**config.mk**
```make
export PLATFORM = sky130hd
export DESIGN_NAME = fsw_ctrl
export DESIGN_NICKNAME = d
export VERILOG_FILES = /design/src/rtl/fsw_pkg.sv /design/src/rtl/fsw_sync.sv /design/src/rtl/fsw_wake_detect.sv /design/src/rtl/fsw_regs.sv /design/src/rtl/fsw_pwr_fsm.sv /design/src/rtl/fsw_ctrl.sv
export SDC_FILE = /design/constraint.sdc
export NUM_CORES = 1
export LEC_CHECK = 0
export ABC_AREA = 1
export ABC_CLOCK_PERIOD_IN_PS = 2100
export BUFFER_PORTS_ARGS = -buffer_cell sky130_fd_sc_hd__buf_2
export CORE_ASPECT_RATIO = 0.8
export CORE_MARGIN = 5
export CORE_UTILIZATION = 40
export CTS_CLUSTER_SIZE = 10
export DETAILED_ROUTE_END_ITERATION = 10
export HOLD_SLACK_MARGIN = 0.1
export PLACE_DENSITY_LB_ADDON = 0.25
export RECOVER_POWER = 25
export SLEW_MARGIN = 20
export SYNTH_ARGS = -nofsm -noshare
export SYNTH_HDL_FRONTEND = slang
export SYNTH_SLANG_ARGS = --single-unit
export TNS_END_PERCENT = 100
```
**constraint.sdc**
```tcl
create_clock -name clk -period 2.1 [get_ports clk]
set_input_delay 0.105 -clock clk [delete_from_list [all_inputs] [get_ports clk]]
set_output_delay 0.105 -clock clk [all_outputs]
set_load 0.01 [all_outputs]
```
**src/rtl/fsw_pkg.sv**
```systemverilog
package fsw_pkg;

    parameter int unsigned NUM_PINS = 11;
    parameter int unsigned NUM_EVT  = 5;
    parameter int unsigned DATA_W   = 32;
    parameter int unsigned ADDR_W   = 8;

    // register offsets
    localparam logic [ADDR_W-1:0] OFS_CTRL = 8'h10;
    localparam logic [ADDR_W-1:0] OFS_STAT = 8'h14;
    localparam logic [ADDR_W-1:0] OFS_WKEN = 8'h70;
    localparam logic [ADDR_W-1:0] OFS_WKPOL = 8'h74;

    // control register layout
    localparam int unsigned BIT_XTAL = 0;
    localparam int unsigned BIT_WAIT = 2;
    localparam int unsigned KEY_LSB  = 16;
    localparam int unsigned KEY_MSB  = 23;
    localparam int unsigned BIT_SEL  = 24;
    localparam logic [7:0]  CTRL_KEY = 8'h37;

    // status register layout
    localparam int unsigned STAT_SEL_DONE = 0;
    localparam int unsigned STAT_MCK_RDY  = 1;

    typedef enum logic [1:0] {
        PS_RUN     = 2'd0,
        PS_WAIT    = 2'd1,
        PS_RESTART = 2'd2
    } pwr_state_e;

    typedef struct packed {
        logic [NUM_EVT-1:0]  evt;
        logic [NUM_PINS-1:0] pin;
    } wake_src_t;

    // enable-register bit position of internal event i
    function automatic int unsigned evt_pos(int unsigned i);
        case (i)
            0:       return 17;
            1:       return 18;
            2:       return 19;
            3:       return 24;
            default: return 25;
        endcase
    endfunction

    function automatic logic [DATA_W-1:0] wken_mask();
        logic [DATA_W-1:0] m;
        m = '0;
        for (int i = 0; i < int'(NUM_PINS); i++) m[i] = 1'b1;
        for (int j = 0; j < int'(NUM_EVT); j++) m[evt_pos(j)] = 1'b1;
        return m;
    endfunction

endpackage

```
**src/rtl/fsw_sync.sv**
```systemverilog
module fsw_sync #(
    parameter int unsigned W      = 16,
    parameter int unsigned STAGES = 2
) (
    input  logic         clk,
    input  logic         rst,
    input  logic [W-1:0] d,
    output logic [W-1:0] q
);
    logic [W-1:0] chain [STAGES];

    always_ff @(posedge clk) begin
        if (rst) begin
            for (int i = 0; i < int'(STAGES); i++) chain[i] <= '0;
        end else begin
            chain[0] <= d;
            for (int i = 1; i < int'(STAGES); i++) chain[i] <= chain[i-1];
        end
    end

    assign q = chain[STAGES-1];
endmodule

```
**src/rtl/fsw_wake_detect.sv**
```systemverilog
module fsw_wake_detect
    import fsw_pkg::*;
(
    input  logic [NUM_PINS-1:0] pin,
    input  logic [NUM_PINS-1:0] pin_en,
    input  logic [NUM_PINS-1:0] pin_pol,
    input  logic [NUM_EVT-1:0]  evt,
    input  logic [NUM_EVT-1:0]  evt_en,
    output logic                hit
);
    logic [NUM_PINS-1:0] pin_active;

    // pin at its programmed level: equal to the polarity bit
    always_comb begin
        pin_active = pin ~^ pin_pol;
        hit = (|(pin_active & pin_en)) | (|(evt & evt_en));
    end
endmodule

```
**src/rtl/fsw_regs.sv**
```systemverilog
module fsw_regs
    import fsw_pkg::*;
#(
    parameter int unsigned SEL_LAT = 3
) (
    input  logic                clk,
    input  logic                rst,
    input  logic                wr_en,
    input  logic [ADDR_W-1:0]   addr,
    input  logic [DATA_W-1:0]   wdata,
    input  logic                wr_allow,
    input  logic                wait_flag,
    input  logic                mck_rdy,
    output logic [DATA_W-1:0]   rdata,
    output logic [NUM_PINS-1:0] pin_en,
    output logic [NUM_PINS-1:0] pin_pol,
    output logic [NUM_EVT-1:0]  evt_en,
    output logic                xtal_en,
    output logic                main_sel,
    output logic                wait_cmd
);
    localparam int unsigned       CNT_W   = $clog2(SEL_LAT + 1);
    localparam logic [DATA_W-1:0] EN_MASK = wken_mask();

    logic [DATA_W-1:0]   en_q;
    logic [NUM_PINS-1:0] pol_q;
    logic                xtal_q, sel_q, sel_done_q;
    logic [CNT_W-1:0]    sel_cnt;
    logic                key_ok, ctrl_wr, en_wr, pol_wr;

    always_comb begin
        key_ok   = (wdata[KEY_MSB:KEY_LSB] == CTRL_KEY);
        ctrl_wr  = wr_en && wr_allow && (addr == OFS_CTRL) && key_ok;
        en_wr    = wr_en && wr_allow && (addr == OFS_WKEN);
        pol_wr   = wr_en && wr_allow && (addr == OFS_WKPOL);
        wait_cmd = ctrl_wr && wdata[BIT_WAIT];
    end

    always_ff @(posedge clk) begin
        if (rst) begin
            en_q       <= '0;
            pol_q      <= '0;
            xtal_q     <= 1'b0;
            sel_q      <= 1'b0;
            sel_done_q <= 1'b1;
            sel_cnt    <= '0;
        end else begin
            if (en_wr)  en_q  <= wdata & EN_MASK;
            if (pol_wr) pol_q <= wdata[NUM_PINS-1:0];
            if (ctrl_wr) begin
                xtal_q <= wdata[BIT_XTAL];
                sel_q  <= wdata[BIT_SEL];
            end
            if (ctrl_wr && (wdata[BIT_SEL] != sel_q)) begin
                sel_cnt    <= CNT_W'(SEL_LAT);
                sel_done_q <= 1'b0;
            end else if (sel_cnt != '0) begin
                sel_cnt    <= sel_cnt - CNT_W'(1);
                sel_done_q <= (sel_cnt == CNT_W'(1));
            end
        end
    end

    always_comb begin
        rdata = '0;
        case (addr)
            OFS_CTRL: begin
                rdata[BIT_XTAL] = xtal_q;
                rdata[BIT_WAIT] = wait_flag;
                rdata[BIT_SEL]  = sel_q;
            end
            OFS_STAT: begin
                rdata[STAT_SEL_DONE] = sel_done_q;
                rdata[STAT_MCK_RDY]  = mck_rdy;
            end
            OFS_WKEN:  rdata = en_q;
            OFS_WKPOL: rdata[NUM_PINS-1:0] = pol_q;
            default:   rdata = '0;
        endcase
    end

    assign pin_en   = en_q[NUM_PINS-1:0];
    assign pin_pol  = pol_q;
    assign xtal_en  = xtal_q;
    assign main_sel = sel_q;

    for (genvar g = 0; g < int'(NUM_EVT); g++) begin : g_evt_en
        assign evt_en[g] = en_q[evt_pos(g)];
    end

    // control write with a wrong key leaves crystal and select untouched
    a_r1_key_guard: assert property (@(posedge clk) disable iff (rst)
        (wr_en && addr == OFS_CTRL && !key_ok) |=> ($stable(xtal_q) && $stable(sel_q)))
        else $error("a_r1_key_guard");

    // a source-select change is never reported complete in its own cycle
    a_r9_sel_pending: assert property (@(posedge clk) disable iff (rst)
        ($rose(sel_q) || $fell(sel_q)) |-> !sel_done_q)
        else $error("a_r9_sel_pending");

    // no register changes while the clock is stopped
    a_r10_frozen: assert property (@(posedge clk) disable iff (rst)
        !wr_allow |=> ($stable(en_q) && $stable(pol_q)))
        else $error("a_r10_frozen");
endmodule

```
**src/rtl/fsw_pwr_fsm.sv**
```systemverilog
module fsw_pwr_fsm
    import fsw_pkg::*;
(
    input  logic clk,
    input  logic rst,
    input  logic wait_cmd,
    input  logic wake_hit,
    input  logic rc_ready,
    output logic clk_en,
    output logic rc_osc_en,
    output logic wait_flag,
    output logic mck_rdy,
    output logic run
);
    pwr_state_e state;

    always_ff @(posedge clk) begin
        if (rst) begin
            state   <= PS_RUN;
            mck_rdy <= 1'b1;
        end else begin
            case (state)
                PS_RUN: if (wait_cmd && !wake_hit) begin
                    state   <= PS_WAIT;
                    mck_rdy <= 1'b0;
                end
                PS_WAIT: if (wake_hit) state <= PS_RESTART;
                PS_RESTART: if (rc_ready) begin
                    state   <= PS_RUN;
                    mck_rdy <= 1'b1;
                end
                default: state <= PS_RUN;
            endcase
        end
    end

    always_comb begin
        run       = (state == PS_RUN);
        clk_en    = run;
        rc_osc_en = (state != PS_WAIT);
        wait_flag = !run;
    end

    // the clock only stops after an accepted wait command
    a_r2_entry_needs_cmd: assert property (@(posedge clk) disable iff (rst)
        $fell(clk_en) |-> $past(wait_cmd && !wake_hit))
        else $error("a_r2_entry_needs_cmd");

    // wake in the wait state restarts the RC oscillator, clock still off
    a_r6_wake_restarts: assert property (@(posedge clk) disable iff (rst)
        (state == PS_WAIT && wake_hit) |=> (rc_osc_en && !clk_en))
        else $error("a_r6_wake_restarts");

    // oscillator ready returns the clock and the ready status
    a_r7_ready_resumes: assert property (@(posedge clk) disable iff (rst)
        (state == PS_RESTART && rc_ready) |=> (clk_en && mck_rdy))
        else $error("a_r7_ready_resumes");

    // wait command with an active wake request is dropped
    a_r8_abort_entry: assert property (@(posedge clk) disable iff (rst)
        (clk_en && wait_cmd && wake_hit) |=> clk_en)
        else $error("a_r8_abort_entry");
endmodule

```
**src/rtl/fsw_ctrl.sv**
```systemverilog
module fsw_ctrl
    import fsw_pkg::*;
#(
    parameter int unsigned SEL_LAT     = 3,
    parameter int unsigned SYNC_STAGES = 2
) (
    input  logic                clk,
    input  logic                rst,
    input  logic                bus_wr,
    input  logic [ADDR_W-1:0]   bus_addr,
    input  logic [DATA_W-1:0]   bus_wdata,
    output logic [DATA_W-1:0]   bus_rdata,
    input  logic [NUM_PINS-1:0] wk_pin,
    input  logic [NUM_EVT-1:0]  wk_evt,
    input  logic                rc_ready,
    output logic                clk_en,
    output logic                rc_osc_en,
    output logic                xtal_en,
    output logic                main_src_xtal,
    output logic                wake_req
);
    localparam int unsigned SRC_W = NUM_PINS + NUM_EVT;

    wake_src_t           raw_src, sync_src;
    logic [NUM_PINS-1:0] pin_en, pin_pol;
    logic [NUM_EVT-1:0]  evt_en;
    logic                wait_cmd, wake_hit, wait_flag, mck_rdy, run;

    assign raw_src.pin = wk_pin;
    assign raw_src.evt = wk_evt;

    fsw_sync #(.W(SRC_W), .STAGES(SYNC_STAGES)) u_sync (
        .clk (clk),
        .rst (rst),
        .d   (raw_src),
        .q   (sync_src)
    );

    fsw_regs #(.SEL_LAT(SEL_LAT)) u_regs (
        .clk       (clk),
        .rst       (rst),
        .wr_en     (bus_wr),
        .addr      (bus_addr),
        .wdata     (bus_wdata),
        .wr_allow  (run),
        .wait_flag (wait_flag),
        .mck_rdy   (mck_rdy),
        .rdata     (bus_rdata),
        .pin_en    (pin_en),
        .pin_pol   (pin_pol),
        .evt_en    (evt_en),
        .xtal_en   (xtal_en),
        .main_sel  (main_src_xtal),
        .wait_cmd  (wait_cmd)
    );

    fsw_wake_detect u_detect (
        .pin     (sync_src.pin),
        .pin_en  (pin_en),
        .pin_pol (pin_pol),
        .evt     (sync_src.evt),
        .evt_en  (evt_en),
        .hit     (wake_hit)
    );

    fsw_pwr_fsm u_fsm (
        .clk       (clk),
        .rst       (rst),
        .wait_cmd  (wait_cmd),
        .wake_hit  (wake_hit),
        .rc_ready  (rc_ready),
        .clk_en    (clk_en),
        .rc_osc_en (rc_osc_en),
        .wait_flag (wait_flag),
        .mck_rdy   (mck_rdy),
        .run       (run)
    );

    assign wake_req = wake_hit;
endmodule

```
# ---- Yosys cells after proc, flatten, opt, wreduce, memory -nomap -nowiden
# Memory sizes are Yosys's and may differ from the RTL's.
# Index checks and enable logic that the tools add are counted.
dict set report totals {
  reg_bits 35
  mem_bits_rw 32
  inputBits 60
  output_inout_bits 37
  n_memories 1
}
# memory words word_bits read_ports rd_clocked_by_memory_dff write_ports line
set mem_list {}
lappend mem_list {u_sync.chain 2 16 2 0 2 fsw_sync.sv:10} ;# logic [W-1:0] chain [STAGES];
dict set report op_classes {
  addsub 1
  n_eq_ne 13
  mux 23
  bitwise 6
  reduce_logical 18
}
# cell n
set op_table {}
lappend op_table {{two-way mux 16 bit} 2}
lappend op_table {{equality test 8 x 5 -> 1 bit, second input constant} 2}
lappend op_table {{equality test 8 x 7 -> 1 bit, second input constant} 2}
lappend op_table {{one-hot mux 8 bit (2 select lines)} 1}
lappend op_table {{bitwise AND 11 bit} 1}
lappend op_table {{OR reduction 11 bit} 1}
lappend op_table {{XNOR 11 bit} 1}
lappend op_table {{two-way mux 2 bit} 5}
lappend op_table {{two-way mux 9 bit} 1}
lappend op_table {{equality test 8 x 6 -> 1 bit, second input constant} 1}
lappend op_table {{logical AND 1 bit} 8}
lappend op_table {{two-way mux 1 bit} 8}
lappend op_table {{inequality test 2 x 1 -> 1 bit, second input constant} 3}
lappend op_table {{one-hot mux 1 bit (3 select lines)} 2}
lappend op_table {{one-hot mux 2 bit (3 select lines)} 1}
lappend op_table {{AND reduction 3 bit} 2}
lappend op_table {{nonzero test 2 bit} 3}
lappend op_table {{bitwise AND 5 bit} 1}
lappend op_table {{OR reduction 5 bit} 1}
lappend op_table {{equality test 2 x 1 -> 1 bit, second input constant} 2}
lappend op_table {{one-hot mux 1 bit (2 select lines)} 2}
lappend op_table {{one-hot mux 1 bit (4 select lines)} 1}
lappend op_table {{OR 1 bit} 3}
lappend op_table {{equality test 2 bit, second input constant} 1}
lappend op_table {{5 further kinds} 6}

# ---- Longest topological paths before layout
# An unclocked memory read counts as a cell.
dict set report logic_depth {
  depth_word 9
  ltp_mapped 10
}

# ---- By module
# From an unflattened synthesis, not the netlist that was laid out.
dict set report hier_totals {
  hier_cells 518
  hier_area_um2 3378.2
}
# module instances cells_per_inst area_per_inst_um2 seq_area_each_um2
set by_module_without_submodules {}
lappend by_module_without_submodules {fsw_regs 1 311 1889.3 640.6}
lappend by_module_without_submodules {fsw_sync 1 115 1034.7 640.6}
lappend by_module_without_submodules {fsw_wake_detect 1 68 292.8 0.0}
lappend by_module_without_submodules {fsw_pwr_fsm 1 24 161.4 60.1}

# ---- Least setup slack after synthesis
# OpenSTA, ideal clock, no wires.
dict set report synth_path {
  path_kind {flip-flop to flip-flop}
  from {register u_fsm.state[1]}
  to {register u_regs.pol_q[0] (netlist: u_regs.pin_pol[0])}
  setup_time_ns 0.119
  t_arrival_ns 1.053
  slack_ns 0.928
  path_stages_with_launch 8
  path_buffers 1
  cell_sequence {dfxtp_1 -> nor2_4 -> nand2_2 -> inv_4 -> nand3_4 -> buf_6 -> o21ai_1 -> a21oi_1}
}
dict set report synth_via {
  elab_chain_cells 3
}
# item line
set synth_lines {}
lappend synth_lines {{from (decl)} fsw_pwr_fsm.sv:15} ;# pwr_state_e state;
lappend synth_lines {{from (signal assigned)} fsw_pwr_fsm.sv:19} ;# state <= PS_RUN;
lappend synth_lines {{from (signal assigned)} fsw_pwr_fsm.sv:24} ;# state <= PS_WAIT;
lappend synth_lines {{from (signal assigned)} fsw_pwr_fsm.sv:27} ;# PS_WAIT: if (wake_hit) state <= PS_RESTART;
lappend synth_lines {{logical NOT 2 bit} fsw_pwr_fsm.sv:38} ;# run = (state == PS_RUN);
lappend synth_lines {{via clk_en} fsw_ctrl.sv:16} ;# output logic clk_en,
lappend synth_lines {{logical AND 1 bit (2 in series)} fsw_regs.sv:35} ;# pol_wr = wr_en && wr_allow && (addr == OFS_WKPOL);
lappend synth_lines {{to (signal assigned)} fsw_regs.sv:49} ;# if (pol_wr) pol_q <= wdata[NUM_PINS-1:0];
lappend synth_lines {{to (decl)} fsw_regs.sv:26} ;# logic [NUM_PINS-1:0] pol_q;
# The timed path passes the listed nets, and every way through them passes these cells.
# A chain may end at the register's enable or synchronous reset.

# ---- Worst setup path in the final report
dict set report layout_path {
  from {register u_regs.pol_q[5] (netlist: u_regs.pin_pol[5])}
  to {output wake_req}
}
dict set report layout_via {
  elab_chain_cells 4
}
# item line
set layout_lines {}
lappend layout_lines {{XNOR 11 bit} fsw_wake_detect.sv:15} ;# pin_active = pin ~^ pin_pol;
lappend layout_lines {{bitwise AND 11 bit} fsw_wake_detect.sv:16} ;# hit = (|(pin_active & pin_en)) | (|(evt & evt_en));
lappend layout_lines {{OR reduction 11 bit} fsw_wake_detect.sv:16}
lappend layout_lines {{OR 1 bit} fsw_wake_detect.sv:16}
lappend layout_lines {{to (decl)} fsw_ctrl.sv:20} ;# output logic wake_req
# Every way passes these cells.

==> impl_summary.txt <==
----------------------------------------------------
[Placement]
  Placer congestion estimate ... 0.731
  Detail Placement HPWL ... 4960 um
  Post-place instance area ... 3430 um^2
  Port Buffers ... 69

[Setup path]
  Worst path cell trace ... inv_1 -> nand2_1 -> nand3_1 -> nand2_1 -> nor2_1 -> nand2_1 -> nor2_1 -> inv_1 -> buf_2
  Biggest fanout along the worst timing path ... 3
  Required time of the worst setup path ... 2.00 ns
  Critical path's most frequent cell ... sky130_fd_sc_hd__nand2_1
  Kind of end point of the critical path ... output pin
  CP peak stage delay ... 0.31 ns
  Critical path's slowest cell ... sky130_fd_sc_hd__dfxtp_1
  Worst EP arrival ... 1.59 ns
  Setup CP Type ... reg2out
  Worst Setup Start Kind ... flip-flop

[Clock network]
  Maximum count of clock buffers along a single path ... 2
  Total clock sinks ... 67
  Root Driver ... sky130_fd_sc_hd__clkbuf_8
  Latest clock arrival within the worst-skew pair ... 0.33 ns
  TritonCTS clock tree ... built
  Clock slew seen by the registers of the worst setup and hold paths ... 0.07 ns
  Cts repair resizes ... 0
  H-tree level count ... 3
  Number of buffers created by CTS ... 9
  Postcts setup bufs ... 0

[Timing]
  Worst slew margin relative to its limit ... 62.7%
  Final setup violating endpoints ... 0
  Setup clock skew after layout ... 0.00458 ns
  Transition time at the pin with the least slew margin ... 0.558 ns
  Share of the cycle needed by the critical path after routing ... 80.6%
  Final Max Slew Viols ... 0
  Fin. Hold Viols ... 0
  Setup TNS ... 0 ns
  FMAX ... 0.591 GHz
  Post-layout minimum cycle time ... 1.69 ns
  Unrepaired setup endpoints after global routing ... no

[Power and ir drop]
  Worst voltage drop across the vdd grid ... 419 uV
  Switching power total ... 0.673 mW
  Portion of total power attributed to sequential cells ... 47.5%
  Cell-internal power ... 2.17 mW
  Clock share of power ... 41.9%
  Power density over the cells ... 713 nW/um^2
  Combinational power share ... 10.6%
  Switching power as a share of total power ... 23.7%
  Leakage ... 1.89 nW

[Layout]
  Utilization of the core after routing ... 53.1%
  Layout overhead on the synthesized area ... 28.1%
  Summed area of non-filler cells in the final layout ... 3980 um^2
  Fraction of layout instances using a drive strength above 1 ... 20.8%
  Number of nets in the layout ... 587
  Commonest cells after routing, fill and taps aside ... 92 x sky130_fd_sc_hd__inv_1, 69 x sky130_fd_sc_hd__buf_2, 67 x sky130_fd_sc_hd__dfxtp_1, 61 x sky130_fd_sc_hd__nand2_1, 58 x sky130_fd_sc_hd__nor2_1
  Most common cell after layout, fill and taps aside ... sky130_fd_sc_hd__inv_1

[Die]
  Area of the core ... 7500 um^2
  Rows ... 28
  Initial cell density of the core ... 41.5%
  Ports placed on the boundary ... 97
  Y dimension of the die ... 88.9 um
  Chip width ... 109 um
  Die Footprint ... 9650 um^2

[Yosys]
  Asr flop ratio synth ... 0%
  Yosys top cell area share ... 43.1%
  Mapped cell area ... 3110 um^2
  Post-synthesis cell type with the largest combined area ... sky130_fd_sc_hd__dfxtp_1
  Count of distinct cell types in the synthesized netlist ... 36
  Number of flops mapped to enable cells by yosys ... 0
  Synthesized area divided by synthesized cell count ... 7.30 um^2
  Total of flip-flops plus latches after synthesis ... 67
  Sequential element share of the synthesized area ... 43.1%
  Post-synth top flop ... sky130_fd_sc_hd__dfxtp_1
  Cells after Synth ... 426
  Number of warnings printed during yosys synthesis ... 0
  Cell types with the largest area share after synthesis ... sky130_fd_sc_hd__dfxtp_1 43%, sky130_fd_sc_hd__inv_1 11%, sky130_fd_sc_hd__nand2_1 7.4%

[Global route]
  Final global-route overflow total ... 0
  Antenna violations before repair ... 0
  Pin count of the biggest net entering global routing ... 39
  Global routing usage summed across all routing layers ... 15.6%
  Number of global-route vias before repair ... 2571
  First-pass GRT wire length ... 11600 um

[Route]
  Routed Antenna Nets ... 0
  Number of DRC violations after detailed-routing iteration 0 ... 71
  WL final ... 7100 um
  Count of vias placed by the detailed router ... 2707
  Post-route DRC violation count ... 0
  Detailed-router iteration count before antenna repair ... 4
  DR WL/cell ... 11.2 um
  Average via count per standard cell ... 4.26

[Min path]
  Kind of path behind the tightest hold check ... in2reg

[Outcome]
  Status ... finished clean

[Job]
  Number of max-cap violations ... 0

----------------------------------------------------
[per-layer routing]
layer  vias to the layer above  part of all wire (%)  GRT usage, %
met5                         -                     0             0
met4                         0                   1.1          4.70
met3                         6                   5.0          5.47
met2                        64                    48          26.5
met1                      1171                    46          18.7
li1                       1466                     -             -
[power by group through the flow]
stage,clock [mW],sequential (mW),combinational [mW]
after global placement,0,1.38,0.248
after global routing,1.30,1.36,0.349
final,1.19,1.35,0.302
after CTS,1.23,1.35,0.303
after floorplan,0,1.37,0.194
after detailed placement,0,1.38,0.257
[area by class of cell]
cell class,instances,area (um^2)
antenna,1,2.50
clock buffer,10,138
clock inverter,6,88.8
fill,715,3510
inverter,94,355
multi-input combinational,250,1250
sequential,67,1340
tap,105,131
timing repair buffer,103,681
[cells in the mapped netlist (6+ instances only)]
library cell              instances
sky130_fd_sc_hd__inv_1           92
sky130_fd_sc_hd__dfxtp_1         67
sky130_fd_sc_hd__buf_4           17
sky130_fd_sc_hd__o21ai_1         20
sky130_fd_sc_hd__nor2_1          58
sky130_fd_sc_hd__a21oi_1         26
sky130_fd_sc_hd__nand3_1         25
sky130_fd_sc_hd__o22ai_1          7
sky130_fd_sc_hd__nand2_1         61
sky130_fd_sc_hd__o21ai_0          6
sky130_fd_sc_hd__buf_6            6
[through the flow]
| stage | total power [mW] | cells | worst slack, ns | hold WS [ns] |
|---|---|---|---|---|
| 4_1_cts | 2.89 | 635 | 0.333 | 0.126 |
| 3_3_place_gp | 1.62 | 587 | 0.527 | 0.303 |
| 5_1_grt | 3.00 | 635 | 0.207 | 0.148 |
| 6_report | 2.84 | 636 | 0.407 | 0.147 |
| 3_5_place_dp | 1.64 | 587 | 0.492 | 0.310 |
| 2_1_floorplan | 1.57 | 441 | 0.928 | 0.212 |
[critical path: cells and delay by family (launching register included)]
family | cells | cell delay, ns
buffers and inverters | 3 | 0.30
flip-flops | 1 | 0.31
AND/OR/NAND/NOR | 6 | 0.65
[registers in the layout, summed over array words and instances (netlist names)]
signal             flops
u_regs.en_q           16
u_fsm.state            2
u_sync.chain          32
u_regs.sel_done_q      1
u_fsm.mck_rdy          1
u_regs.main_sel        1
u_regs.pin_pol        11
u_regs.xtal_en         1
u_regs.sel_cnt         2
[logic make-up after synthesis]
| family | after synthesis | synth area share, % |
|---|---|---|
| buffers and inverters | 124 | 18.6 |
| adders and majority gates | 2 | 0.804 |
| and+or+nand+nor | 158 | 23.0 |
| DFF | 67 | 43.1 |
| xor gates and xnor gates | 3 | 0.845 |
| other | 1 | 0.121 |
| AOI/OAI and AO/OA | 71 | 13.5 |
[repair_timing]
action                                  4_1_cts  5_1_grt
hold buffers                                 32        0
endpoints found under the hold margin        45        0
endpoints found under the setup margin        0        0
[final timing paths]
kind | start | end | slack [ns] | cells past startpoint
worst max-delay path | u_regs.pin_pol[5] | wake_req | 0.41 | 9
worst min-delay path | rc_ready | u_fsm.state[1] | 0.15 | 5
worst max register to register | u_fsm.state[1] | u_regs.pin_pol[6] | 0.70 | 6
worst min register to register | u_sync.chain[0][1] | u_sync.chain[0][17] | 0.40 | 2
No activity file was read; power rests on OpenSTA's default activity.
